**src/rtl/alu8_pkg.sv**
```systemverilog
package alu8_pkg;

  localparam int OPC_W = 4;

  typedef enum logic [OPC_W-1:0] {
    OP_ADD  = 4'd0,
    OP_ADC  = 4'd1,
    OP_SUB  = 4'd2,
    OP_SBB  = 4'd3,
    OP_CMP  = 4'd4,
    OP_AND  = 4'd5,
    OP_OR   = 4'd6,
    OP_XOR  = 4'd7,
    OP_NOT  = 4'd8,
    OP_INC  = 4'd9,
    OP_DEC  = 4'd10
  } alu_op_e;

  typedef enum logic [1:0] {
    CLS_ARITH = 2'd0,
    CLS_LOGIC = 2'd1,
    CLS_STEP  = 2'd2
  } op_class_e;

  typedef enum logic [1:0] {
    LSEL_AND = 2'd0,
    LSEL_OR  = 2'd1,
    LSEL_XOR = 2'd2,
    LSEL_NOT = 2'd3
  } logic_sel_e;

  typedef struct packed {
    logic s;
    logic z;
    logic ac;
    logic p;
    logic cy;
  } alu_flags_t;

  typedef struct packed {
    logic       valid;
    op_class_e  cls;
    logic       sub;
    logic       chain;
    logic       write_acc;
    logic       step_down;
    logic_sel_e lsel;
  } alu_ctrl_t;

endpackage

```
**src/rtl/alu8_decode.sv**
```systemverilog
module alu8_decode
  import alu8_pkg::*;
(
  input  logic [OPC_W-1:0] op,
  output alu_ctrl_t        ctrl
);

  alu_op_e op_e;
  assign op_e = alu_op_e'(op);

  always_comb begin
    ctrl           = '0;
    ctrl.cls       = CLS_ARITH;
    ctrl.lsel      = LSEL_AND;
    ctrl.write_acc = 1'b1;
    ctrl.valid     = 1'b1;
    case (op_e)
      OP_ADD: ;
      OP_ADC: ctrl.chain = 1'b1;
      OP_SUB: ctrl.sub = 1'b1;
      OP_SBB: begin
        ctrl.sub   = 1'b1;
        ctrl.chain = 1'b1;
      end
      OP_CMP: begin
        ctrl.sub       = 1'b1;
        ctrl.write_acc = 1'b0;
      end
      OP_AND: ctrl.cls = CLS_LOGIC;
      OP_OR: begin
        ctrl.cls  = CLS_LOGIC;
        ctrl.lsel = LSEL_OR;
      end
      OP_XOR: begin
        ctrl.cls  = CLS_LOGIC;
        ctrl.lsel = LSEL_XOR;
      end
      OP_NOT: begin
        ctrl.cls  = CLS_LOGIC;
        ctrl.lsel = LSEL_NOT;
      end
      OP_INC: ctrl.cls = CLS_STEP;
      OP_DEC: begin
        ctrl.cls       = CLS_STEP;
        ctrl.step_down = 1'b1;
      end
      default: begin
        ctrl.valid     = 1'b0;
        ctrl.write_acc = 1'b0;
      end
    endcase
  end

endmodule

```
**src/rtl/alu8_adder.sv**
```systemverilog
module alu8_adder #(
  parameter int WIDTH = 8
) (
  input  logic [WIDTH-1:0] a,
  input  logic [WIDTH-1:0] b,
  input  logic             cin,
  output logic [WIDTH-1:0] sum,
  output logic             half_carry,
  output logic             carry_out
);

  localparam int NIB_W = 4;
  localparam int NIBS  = WIDTH / NIB_W;

  logic [NIBS:0] chain_c;
  assign chain_c[0] = cin;

  for (genvar g = 0; g < NIBS; g++) begin : g_nib
    logic [NIB_W:0] part;
    assign part = {1'b0, a[g*NIB_W +: NIB_W]}
                + {1'b0, b[g*NIB_W +: NIB_W]}
                + {{NIB_W{1'b0}}, chain_c[g]};
    assign sum[g*NIB_W +: NIB_W] = part[NIB_W-1:0];
    assign chain_c[g+1]          = part[NIB_W];
  end

  assign half_carry = chain_c[1];
  assign carry_out  = chain_c[NIBS];

endmodule

```
**src/rtl/alu8_logic.sv**
```systemverilog
module alu8_logic
  import alu8_pkg::*;
#(
  parameter int WIDTH = 8
) (
  input  logic_sel_e       sel,
  input  logic [WIDTH-1:0] a,
  input  logic [WIDTH-1:0] b,
  output logic [WIDTH-1:0] y
);

  always_comb begin
    case (sel)
      LSEL_AND: y = a & b;
      LSEL_OR:  y = a | b;
      LSEL_XOR: y = a ^ b;
      default:  y = ~a;
    endcase
  end

endmodule

```
**src/rtl/alu8_acc.sv**
```systemverilog
module alu8_acc
  import alu8_pkg::*;
#(
  parameter int WIDTH = 8
) (
  input  logic             clk,
  input  logic             rst,
  input  logic             we,
  input  logic [3:0]       op,
  input  logic [WIDTH-1:0] operand,
  output logic [WIDTH-1:0] acc_out,
  output logic [4:0]       flags_out
);

  localparam logic [WIDTH-1:0] ALL_ONES = {WIDTH{1'b1}};

  function automatic logic f_even_par(input logic [WIDTH-1:0] v);
    return ~(^v);
  endfunction

  function automatic logic f_is_zero(input logic [WIDTH-1:0] v);
    return (v == '0);
  endfunction

  alu_ctrl_t   ctrl;
  alu_flags_t  flags_q;
  alu_flags_t  flags_d;
  logic [WIDTH-1:0] add_a, add_b, add_sum, log_y, result;
  logic        add_cin, add_hc, add_co;
  logic        upd_fire, acc_load;

  alu8_decode u_dec (
    .op   (op),
    .ctrl (ctrl)
  );

  always_comb begin
    if (ctrl.cls == CLS_STEP) begin
      add_a   = operand;
      add_b   = ctrl.step_down ? ALL_ONES : '0;
      add_cin = ~ctrl.step_down;
    end else begin
      add_a   = acc_out;
      add_b   = ctrl.sub ? ~operand : operand;
      if (ctrl.sub) add_cin = ctrl.chain ? ~flags_q.cy : 1'b1;
      else          add_cin = ctrl.chain ?  flags_q.cy : 1'b0;
    end
  end

  alu8_adder #(.WIDTH(WIDTH)) u_add (
    .a          (add_a),
    .b          (add_b),
    .cin        (add_cin),
    .sum        (add_sum),
    .half_carry (add_hc),
    .carry_out  (add_co)
  );

  alu8_logic #(.WIDTH(WIDTH)) u_log (
    .sel (ctrl.lsel),
    .a   (acc_out),
    .b   (operand),
    .y   (log_y)
  );

  always_comb begin
    result     = (ctrl.cls == CLS_LOGIC) ? log_y : add_sum;
    flags_d.s  = result[WIDTH-1];
    flags_d.z  = f_is_zero(result);
    flags_d.p  = f_even_par(result);
    case (ctrl.cls)
      CLS_ARITH: begin
        flags_d.ac = add_hc;
        flags_d.cy = ctrl.sub ? ~add_co : add_co;
      end
      CLS_STEP: begin
        flags_d.ac = add_hc;
        flags_d.cy = flags_q.cy;
      end
      default: begin
        flags_d.ac = 1'b0;
        flags_d.cy = 1'b0;
      end
    endcase
  end

  assign upd_fire = we && ctrl.valid;
  assign acc_load = upd_fire && ctrl.write_acc;

  always_ff @(posedge clk) begin
    if (rst) begin
      acc_out <= '0;
      flags_q <= '0;
    end else if (upd_fire) begin
      if (ctrl.write_acc) acc_out <= result;
      flags_q <= flags_d;
    end
  end

  assign flags_out = flags_q;

  assert_reset_R1: assert property (@(posedge clk)
    rst |=> (acc_out == '0 && flags_q == '0));

  assert_hold_R2: assert property (@(posedge clk) disable iff (rst)
    !we |=> ($stable(acc_out) && $stable(flags_q)));

  assert_cmp_keeps_acc_R5: assert property (@(posedge clk) disable iff (rst)
    (we && op == OP_CMP) |=> $stable(acc_out));

  assert_zero_sign_R7: assert property (@(posedge clk) disable iff (rst)
    acc_load |=> (flags_q.z == (acc_out == '0) && flags_q.s == acc_out[WIDTH-1]));

  assert_parity_R8: assert property (@(posedge clk) disable iff (rst)
    acc_load |=> (flags_q.p == ~(^acc_out)));

  assert_logic_clears_R9: assert property (@(posedge clk) disable iff (rst)
    (we && ctrl.valid && ctrl.cls == CLS_LOGIC) |=> (!flags_q.cy && !flags_q.ac));

  assert_step_keeps_cy_R10: assert property (@(posedge clk) disable iff (rst)
    (we && (op == OP_INC || op == OP_DEC)) |=> (flags_q.cy == $past(flags_q.cy)));

  assert_undef_ignored_R11: assert property (@(posedge clk) disable iff (rst)
    (we && op > OP_DEC) |=> ($stable(acc_out) && $stable(flags_q)));

endmodule

```
**config.mk**
```make
export PLATFORM = sky130hd
export DESIGN_NAME = alu8_acc
export DESIGN_NICKNAME = d
export VERILOG_FILES = /design/src/rtl/alu8_pkg.sv /design/src/rtl/alu8_decode.sv /design/src/rtl/alu8_adder.sv /design/src/rtl/alu8_logic.sv /design/src/rtl/alu8_acc.sv
export SDC_FILE = /design/constraint.sdc
export NUM_CORES = 1
export LEC_CHECK = 0
export BUFFER_PORTS_ARGS = -buffer_cell sky130_fd_sc_hd__buf_2
export CAP_MARGIN = 20
export CORE_MARGIN = 2
export CORE_UTILIZATION = 45
export CTS_CLUSTER_SIZE = 25
export DETAILED_ROUTE_END_ITERATION = 7
export PLACE_DENSITY = 0.7
export REMOVE_ABC_BUFFERS = 1
export SYNTH_ARGS = -nofsm -noshare
export SYNTH_HDL_FRONTEND = slang
export SYNTH_SLANG_ARGS = --single-unit
```
**constraint.sdc**
```tcl
create_clock -name clk -period 6.4 [get_ports clk]
set_input_delay 1.28 -clock clk [delete_from_list [all_inputs] [get_ports clk]]
set_output_delay 1.28 -clock clk [all_outputs]
set_load 0.005 [all_outputs]
```
# Word level (Yosys, flattened, before mapping)
# Index checks and enable logic that the tools add are counted.
# word_totals
register_bits	13
memories	0
wordCells	69
romBits	0
latch_bits	0
ram_bits	0
# classes
eq_ne	14
bitwise	10
addsub	4
reduce_logical	15
mux	20
n_mul	0
shifts	0
n_div	0
n_lt_le_gt_ge	0
# ops
op	count
$mux W8	5
$pmux W8 S3	1
$eq A4 B3 Y1 const B	4
$not A8 Y8	2
$eq A4 B4 Y1 const B	3
$mux W1	11
$reduce_or A11 Y1	1
$add A4 B4 Y5	2
$add A5 B1 Y5	2
$reduce_or A10 Y1	1
$and A8 B8 Y8	1
$eq A4 B2 Y1 const B	2
$logic_not A8 Y1	1
$or A8 B8 Y8	1
$reduce_xor A8 Y1	1
$xor A8 B8 Y8	1
$pmux W2 S3	1
$reduce_or A2 Y1	3
$not A1 Y1	5
$eq A2 B1 Y1 const B	2
$eq A2 B2 Y1 const B	2
$eq A4 B1 Y1 const B	1
$logic_not A2 Y1	2
$logic_not A4 Y1	1
6 further kinds	7

# Logic depth before layout (Yosys ltp)
# Gate-level depths: netlist of the first run.
# logic_depth
word_depth	11
mapped_depth	23
ltp_nobuf	21

# Cells and area by module
# From an unflattened synthesis of the first run, not the netlist that was laid out.
# hier_totals
cells_unflattened	221
hier_area_um2	1850.5
# by_module_without_submodules
module	seq_area_each_um2	cells_each	n_inst	area_per_inst_um2
alu8_acc	260.2	116	1	909.6
alu8_logic	0.0	50	1	493.0
alu8_adder	0.0	33	1	287.8
alu8_decode	0.0	22	1	160.2

# Worst setup path after synthesis of the first run
# OpenSTA, ideal clock, no wires.
# synth_path
kind	input to register
startpoint	in op[1]
endpoint	reg flags_q (netlist bit flags_out[1])
arrival_time_ps	5185
path_slack_ps	1144
cell_stages	22
path_cell_list	buf_2 buf_2 buf_2 mux2i_1 nor2_1 a211o_1 fa_1 fa_1 nor2b_1 o21ai_0 nand2b_1 fa_1 fa_1 o31a_1 a31oi_1 nand2_1 o21ai_0 ha_1 xnor2_1 xnor2_1 nand2_1 a21oi_1
# synth_via
elab_chain_cells	11
word_cells_on_any_way	45
# synth_lines
element	line	source
from (decl)	alu8_acc.sv:9	input logic [3:0] op,
$eq A4 B3 Y1 (tied with other cells)	alu8_decode.sv:17	case (op_e)
$reduce_or A4 Y1 (no source line) (tied with other cells)	n/a	
$pmux W2 S2 or $mux W1 (tied branches)	alu8_decode.sv:17	
$eq A2 B2 Y1 (tied with other cells)	alu8_acc.sv:38	if (ctrl.cls == CLS_STEP) begin
$mux W8 or $mux W1 (tied branches)	alu8_acc.sv:38, alu8_acc.sv:45	
$add A4 B4 Y5 or $mux W1 (tied branches)	alu8_adder.sv:21, alu8_acc.sv:38	
$add A5 B1 Y5 (2 in series)	alu8_adder.sv:22	+ {{NIB_W{1'b0}}, chain_c[g]};
$mux W8	alu8_acc.sv:67	result = (ctrl.cls == CLS_LOGIC) ? log_y : add_sum;
$reduce_xor A8 Y1	alu8_acc.sv:18	return ~(^v);
$not A1 Y1	alu8_acc.sv:18	
to (signal assigned)	alu8_acc.sv:96	flags_q <= flags_d;
to (decl)	alu8_acc.sv:26	alu_flags_t flags_q;
# Several ways; a longest one is shown, not always the timed one.
# A chain may end at the register's enable or synchronous reset.

# Worst setup path in the final report of the first run
# layout_path
startpoint	in op[0]
endpoint	reg flags_q (netlist bit flags_out[1])
# Same word-level chain as after synthesis.

==> metrics.txt, run 1 <==
port bufs=27; Syn Inst Count=between 200 and 300; cell area after synthesis=around 1900 um^2; Psw=roughly 170 uW; Clock Sinks=13; Final Util=approximately 52%; Layout Cells excl Fill=330; hold path endpoint=flags_out[2]; clk slew on worst S/H paths=0.05 ns; register-to-register setup slack=~2.5 ns; final hold viol count=0; status=finished clean; WP data arrival=between 5 and 6 ns; predominant post-synthesis flop cell=dfxtp_1; hold-critical path depth=2; Worst Setup End Kind=flop; Max-Cap Viols=0; First-pass DRT Iterations=4; Post-DRT Antenna Nets=0; top post-synthesis cells by area=ha_1, dfxtp_1, a21oi_1, o21ai_0, nand2_1; commonest non-fill, non-tap cell in the layout=nand2_1; Syn Area/Cell=approximately 7.4 um^2; Fmax achieved=about 180 MHz; post-cts hold buffer count=0; # fillers=approximately 420; FP Rows=23; Sw Share=approximately 40%; Avg WL per Cell=between 15 and 20 um; Comb pwr share=around three fifths; drt initial violations=roughly 160; io pins=28; Yosys top cell by area=ha_1; total leakage power=about 0.95 nW; initial antenna violation count=0; Hold WC Path Type=reg -> reg; count of flip-flops with a built-in enable after synthesis=0; Int Power=about 250 uW; Num CTS Buffers=3; worst-margin pin slew=roughly 0.63 ns; Max Transition Viols Final=0; most frequent cells in the layout=nand2_1, a21oi_1, buf_2, ha_1; WL final=slightly above 5000 um; clk_lat worst skew=0.23 ns; Required @ worst endpoint=between 6 and 7 ns; setup TNS=0 ns; Seq pwr share=roughly a quarter; setup violators final=0; Area growth syn-to-layout=9.70%; largest net degree at the start of global routing=30; first-pass GRT wire length=roughly 8800 um; worst reg-to-reg path cell count=19; post-DP HPWL=about 4000 um; async set-reset flop share out of synthesis=0%; Startpoint Class=primary input; Post-CTS Setup Bufs=0; GRT Total Usage=between 20% and 30%; PD cells=about 200 nW/um^2; Post-route DRC=0; H-tree levels=1; DR vias=1,945; CTS tree=yes; synth unique cells=50; # diodes=0; Min Hold Slack=roughly 0.46 ns; core area=approximately 4000 um^2; yosys warns=0; Die Wd=about 70 um; critical path peak fanout=29; Max VDD drop=~130 uV; via density per instance=between 5 and 6; Worst R2R End=flags_out[1]; nets=about 330; clock tree buffer depth=2; Hold Startpoint=flags_out[2]; Initial Util=between 40% and 50%; Setup CP Type=in -> reg; CTS-repair resized insts=0; unrepaired setup endpoints after global routing=no; sequential share of the synthesized area=a little over an eighth; placed insts=between 300 and 400; routability cong.=0.896; Clk pwr share=between 15 and 20%; Seq cells post-synth=13; Rel. slew slack=just under 60%; area fraction of the dominant cell type after synthesis=roughly 17%; Worst Skew=0.000769 ns; total gr overflow=0; ratio of cells with drive above 1 in the final layout=around 14%; RR Startpoint=flags_out[0]; Die Ht=between 60 and 70 um; minimum clock period=5.59 ns; Clock Root Buffer=clkbuf_8; Worst setup startpoint=op[0]; die area=a little under 5000 um^2; vias in the first global route=around 1,800; final worst path period share=87.3%
-- logic make-up after synthesis --
logic type	count (synthesis)	share of synthesized area (%)
AO/OA/AOI/OAI	98	33.3
AND/OR/NAND/NOR	70	17.4
buffers and inverters	35	7.81
adder cells (fa/ha/maj)	30	21.1
flip-flops	13	13.5
XOR/XNOR	8	3.65
multiplexers	6	3.19
-- routing by layer --
metal,routed length [um],up-vias,GRT usage [%]
li1,-,965,-
met1,2320,900,29.4
met2,2300,72,35.7
met3,411,8,5.96
met4,73,0,3.49
met5,0,-,0
-- worst max-delay path: stages --
cell and delay, ns:
buf_2 0.42, nor2_1 0.18, mux2i_1 0.22, nor2_1 0.18, a211o_1 0.36, fa_1 0.43
fa_1 0.41, nor2b_1 0.14, o21ai_0 0.09, nand2b_1 0.12, fa_1 0.22, fa_1 0.44
o31a_1 0.12, a31oi_1 0.14, nand2_1 0.09, o21ai_0 0.09, ha_1 0.27, xnor2_1 0.18
xnor2_1 0.14, nand2_1 0.07, a21oi_1 0.15
-- stage by stage --
step | worst slack (ns) | total power [mW] | cell area [um^2]
floorplan | 1.22 | 0.286 | 1860
detailed placement | 0.635 | 0.355 | 2060
finish | 0.811 | 0.423 | 2110
global route | 0.396 | 0.467 | 2110
CTS | 0.833 | 0.427 | 2110
global placement | 0.682 | 0.351 | 2060
-- registers in the layout, indices dropped and copies added (netlist names) --
name,count
acc_out,8
flags_out,5
-- worst max path at each step --
stage | slack [ns] | cells after the start | to
after floorplan | 1.22 | 19 | flags_out[1]
after global placement | 0.68 | 21 | flags_out[1]
after detailed placement | 0.63 | 21 | flags_out[1]
after CTS | 0.83 | 21 | flags_out[1]
after global routing | 0.40 | 21 | flags_out[1]
final | 0.81 | 21 | flags_out[1]
-- power by group through the flow --
stage / Clock [mW] / Combinational (mW) / Sequential (mW)
final: 0.0691 / 0.254 / 0.101
after global routing: 0.0793 / 0.285 / 0.102
after CTS: 0.0726 / 0.254 / 0.101
after detailed placement: 0 / 0.252 / 0.102
after global placement: 0 / 0.249 / 0.102
after floorplan: 0 / 0.185 / 0.100
-- cells in the mapped netlist (all sizes together) (3+ instances only) --
cell type	count
ha	26
nor2	21
o21ai	23
o21a	4
nand2	29
a211oi	11
fa	4
dfxtp	13
a211o	4
nand3	3
o211ai	3
buf	8
a21o	5
xnor2	6
a21oi	28
clkbuf	4
nor2b	6
mux2i	5
inv	22
-- cell type report --
class                           instances  area, um^2  share of cell area [%]
Clock buffer                            4        45.0                    2.14
Timing Repair Buffer                   28         143                    6.77
Sequential cell                        13         260                    12.3
Tap cell                               50        62.6                    2.97
Multi-Input combinational cell        212        1510                    71.7
Inverter                               23        86.3                    4.09
Power figures use the tool's default switching activity.
==> inputs of run 2 (changes only) <==
--- a/config.mk
+++ b/config.mk
@@ -5,6 +5,7 @@
 export SDC_FILE = /design/constraint.sdc
 export NUM_CORES = 1
 export LEC_CHECK = 0
+export ABC_AREA = 1
 export BUFFER_PORTS_ARGS = -buffer_cell sky130_fd_sc_hd__buf_2
 export CAP_MARGIN = 20
 export CORE_MARGIN = 2
==> run 2 against run 1 <==
Against the previous run: combinational power decreased by 13%; setup slack improved by 0.30 ns; sequential share of layout area decreased by 0.087 points; fmax increased by 5.7%; die area increased by 0.38%; non-clock buffer count increased by 1; via count increased by 6.4%; final cell count increased by 18%; total power decreased by 5.6%; largest power group unchanged.
==> metrics.txt, run 2 <==
total gr overflow=0 (unchanged); Hold WC Path Type=reg -> reg (unchanged); unrepaired setup endpoints after global routing=no (unchanged); Max-Cap Viols=0 (unchanged); GRT Total Usage=22.7% (was 21.9%); sequential share of the synthesized area=13.5% (about the same); worst-margin pin slew=0.719 ns (was 0.630 ns); placed insts=386 (was 326); synth unique cells=27 (was 50); Startpoint Class=primary input (unchanged); WL final=5280 um (was 5100 um); Clk pwr share=20.2% (was 16.3%); PD cells=188 nW/um^2 (was 201 nW/um^2); Area growth syn-to-layout=10.1% (was 9.70%); port bufs=27 (unchanged); count of flip-flops with a built-in enable after synthesis=0 (unchanged); via density per instance=5.31 (was 5.89); clk slew on worst S/H paths=0.06 ns (was 0.05 ns); Max Transition Viols Final=0 (unchanged); most frequent cells in the layout=nand2_1, inv_1, nand3_1, o21ai_0, buf_2 (was nand2_1, a21oi_1, buf_2, ha_1); io pins=28 (unchanged); initial antenna violation count=0 (unchanged); routability cong.=1.04 (was 0.896); Sw Share=42.9% (was 40.7%); Syn Inst Count=315 (was 260); # fillers=431 (was 423); drt initial violations=131 (was 157); max incr delay on CP=0.41 ns (was 0.44 ns); final worst path period share=82.6% (was 87.3%); Num CTS Buffers=3 (unchanged); Setup CP Type=in -> reg (unchanged); commonest non-fill, non-tap cell in the layout=nand2_1 (unchanged); DR vias=2,070 (was 1,945); yosys warns=0 (unchanged); count leader, synth=nand2_1 (unchanged); final hold viol count=0 (unchanged); final non-filler cell area=2120 um^2 (was 2110 um^2); Clock Sinks=13 (unchanged); FP Rows=23 (unchanged); WP data arrival=5.42 ns (was 5.75 ns); clock tree buffer depth=2 (unchanged); minimum clock period=5.29 ns (was 5.59 ns); worst setup margin=1.11 ns (was 0.811 ns); CP max stage cell=fa_1 (unchanged); First-pass DRT Iterations=5 (was 4); Worst Skew=0.0105 ns (was 0.000769 ns); Largest register FFs=8 (unchanged); ratio of cells with drive above 1 in the final layout=11.8% (was 14.3%); Syn Area/Cell=6.12 um^2 (was 7.39 um^2); nets=386 (was 326); Fmax achieved=189 MHz (was 179 MHz); Post-DRT Antenna Nets=0 (unchanged); top post-synthesis cells by area=ha_1, nand2_1, dfxtp_1, inv_1, nand3_1 (was ha_1, dfxtp_1, a21oi_1, o21ai_0, nand2_1); H-tree levels=1 (unchanged); Biggest register=acc_out (unchanged); Commonest cells post-synth=nand2_1, inv_1, nand3_1, o21ai_0, ha_1 (was nand2_1, a21oi_1, ha_1, inv_1, o21ai_0); Seq cells post-synth=13 (unchanged); Max VDD drop=114 uV (was 128 uV); Initial Util=47.5% (was 47.4%); DP Area=2080 um^2 (was 2060 um^2); Die Ht=69.5 um (was 69.4 um); # diodes=0 (unchanged); area fraction of the dominant cell type after synthesis=16.9% (about the same); most frequent CP cell=fa_1 (unchanged); setup violators final=0 (unchanged); Seq pwr share=24.4% (was 23.8%); Final Util=52.3% (was 52.0%); Layout Cells excl Fill=390 (was 330); Avg WL per Cell=13.5 um (was 15.4 um); post-cts hold buffer count=0 (unchanged); setup slack at placement=0.856 ns (was 0.635 ns); cell breakdown of the critical path=buf_2 > inv_2 > nor2_2 > nand3_1 > nand2_1 > buf_4 > a21oi_1 > o21ai_0 > nand2_1 > fa_1 > fa_1 > inv_1 > a21oi_1 > o21bai_1 > fa_1 > fa_1 > nand2_1 > a21boi_0 > ha_1 > xor2_1 > xnor2_1 > a21oi_1 (was buf_2 > nor2_1 > mux2i_1 > nor2_1 > a211o_1 > fa_1 > fa_1 > nor2b_1 > o21ai_0 > nand2b_1 > fa_1 > fa_1 > o31a_1 > a31oi_1 > nand2_1 > o21ai_0 > ha_1 > xnor2_1 > xnor2_1 > nand2_1 > a21oi_1); die area=4830 um^2 (was 4810 um^2); Psw=171 uW (was 172 uW); async set-reset flop share out of synthesis=0% (unchanged); Post-CTS Setup Bufs=0 (unchanged); cell area after synthesis=1930 um^2 (was 1920 um^2); CTS-repair resized insts=0 (unchanged); first-pass GRT wire length=8890 um (was 8760 um); critical path peak fanout=11 (was 29); predominant post-synthesis flop cell=dfxtp_1 (unchanged); CTS tree=yes (unchanged); total leakage power=1.21 nW (was 0.951 nW); Die Wd=69.5 um (was 69.4 um); Post-route DRC=0 (unchanged); Min Hold Slack=0.461 ns (was 0.459 ns); largest net degree at the start of global routing=21 (was 30); Comb pwr share=55.4% (was 59.9%); core area=4060 um^2 (unchanged); status=finished clean (unchanged); Rel. slew slack=51.9% (was 57.6%); Worst Setup End Kind=flop (unchanged); post-DP HPWL=3970 um (was 4070 um); Clock Root Buffer=clkbuf_8 (unchanged); clk_lat worst skew=0.25 ns (was 0.23 ns); Total Power=400 uW (was 423 uW); vias in the first global route=1,880 (was 1,835); Yosys top cell by area=ha_1 (unchanged); Required @ worst endpoint=6.53 ns (was 6.56 ns); Int Power=228 uW (was 251 uW); setup TNS=0 ns (unchanged)
-- run 2: power groups by stage --
| stage | registers, mW | clock network (mW) | logic [mW] |
|---|---|---|---|
| finish | 0.0975 | 0.0810 | 0.222 |
| global route | 0.0989 | 0.0864 | 0.259 |
| CTS | 0.0973 | 0.0840 | 0.221 |
| detailed placement | 0.0991 | 0 | 0.219 |
| global placement | 0.0990 | 0 | 0.217 |
| floorplan | 0.0996 | 0 | 0.159 |
-- run 2: kinds of logic (layout without fill, tap and decap cells) --
kind of cell	count (synthesis)	count (layout)	synth area share, %
simple gates	135	135	30.7
buf+inv	71	96	15.6
compound gates	61	61	17.0
fa+ha+maj	30	30	21.0
flops	13	13	13.5
xor+xnor	5	5	2.27
-- run 2: layout make-up --
type	instances	area [um^2]	share of cell area, %
sequential	13	260	12.3
tap	50	62.6	2.95
multi-input combinational	231	1370	64.5
timing repair buffer	29	150	7.07
clock buffer	4	45.0	2.12
inverter	63	236	11.1
-- run 2: critical path, delay by kind of cell --
family / cells / cell delay, ns
buf+inv: 4 / 0.54
xor+xnor: 2 / 0.29
simple gates: 5 / 0.93
compound gates: 6 / 0.66
fa+ha+maj: 5 / 1.70
-- run 2: worst paths after layout --
kind	startpoint	endpoint	slack (ns)	depth (start not counted)
max	op[3]	flags_out[1]	1.11	22
min	flags_out[2]	flags_out[2]	0.46	2
max reg2reg	flags_out[0]	flags_out[1]	2.86	16
min reg2reg	flags_out[2]	flags_out[2]	0.46	2
-- run 2: routing by layer --
layer,vias to the layer above,part of all wire (%),global-route usage [%]
met5,-,0,0
met4,0,0.99,6.32
met3,6,6.6,2.91
met2,70,47,38.2
met1,940,45,30.5
li1,1054,-,-
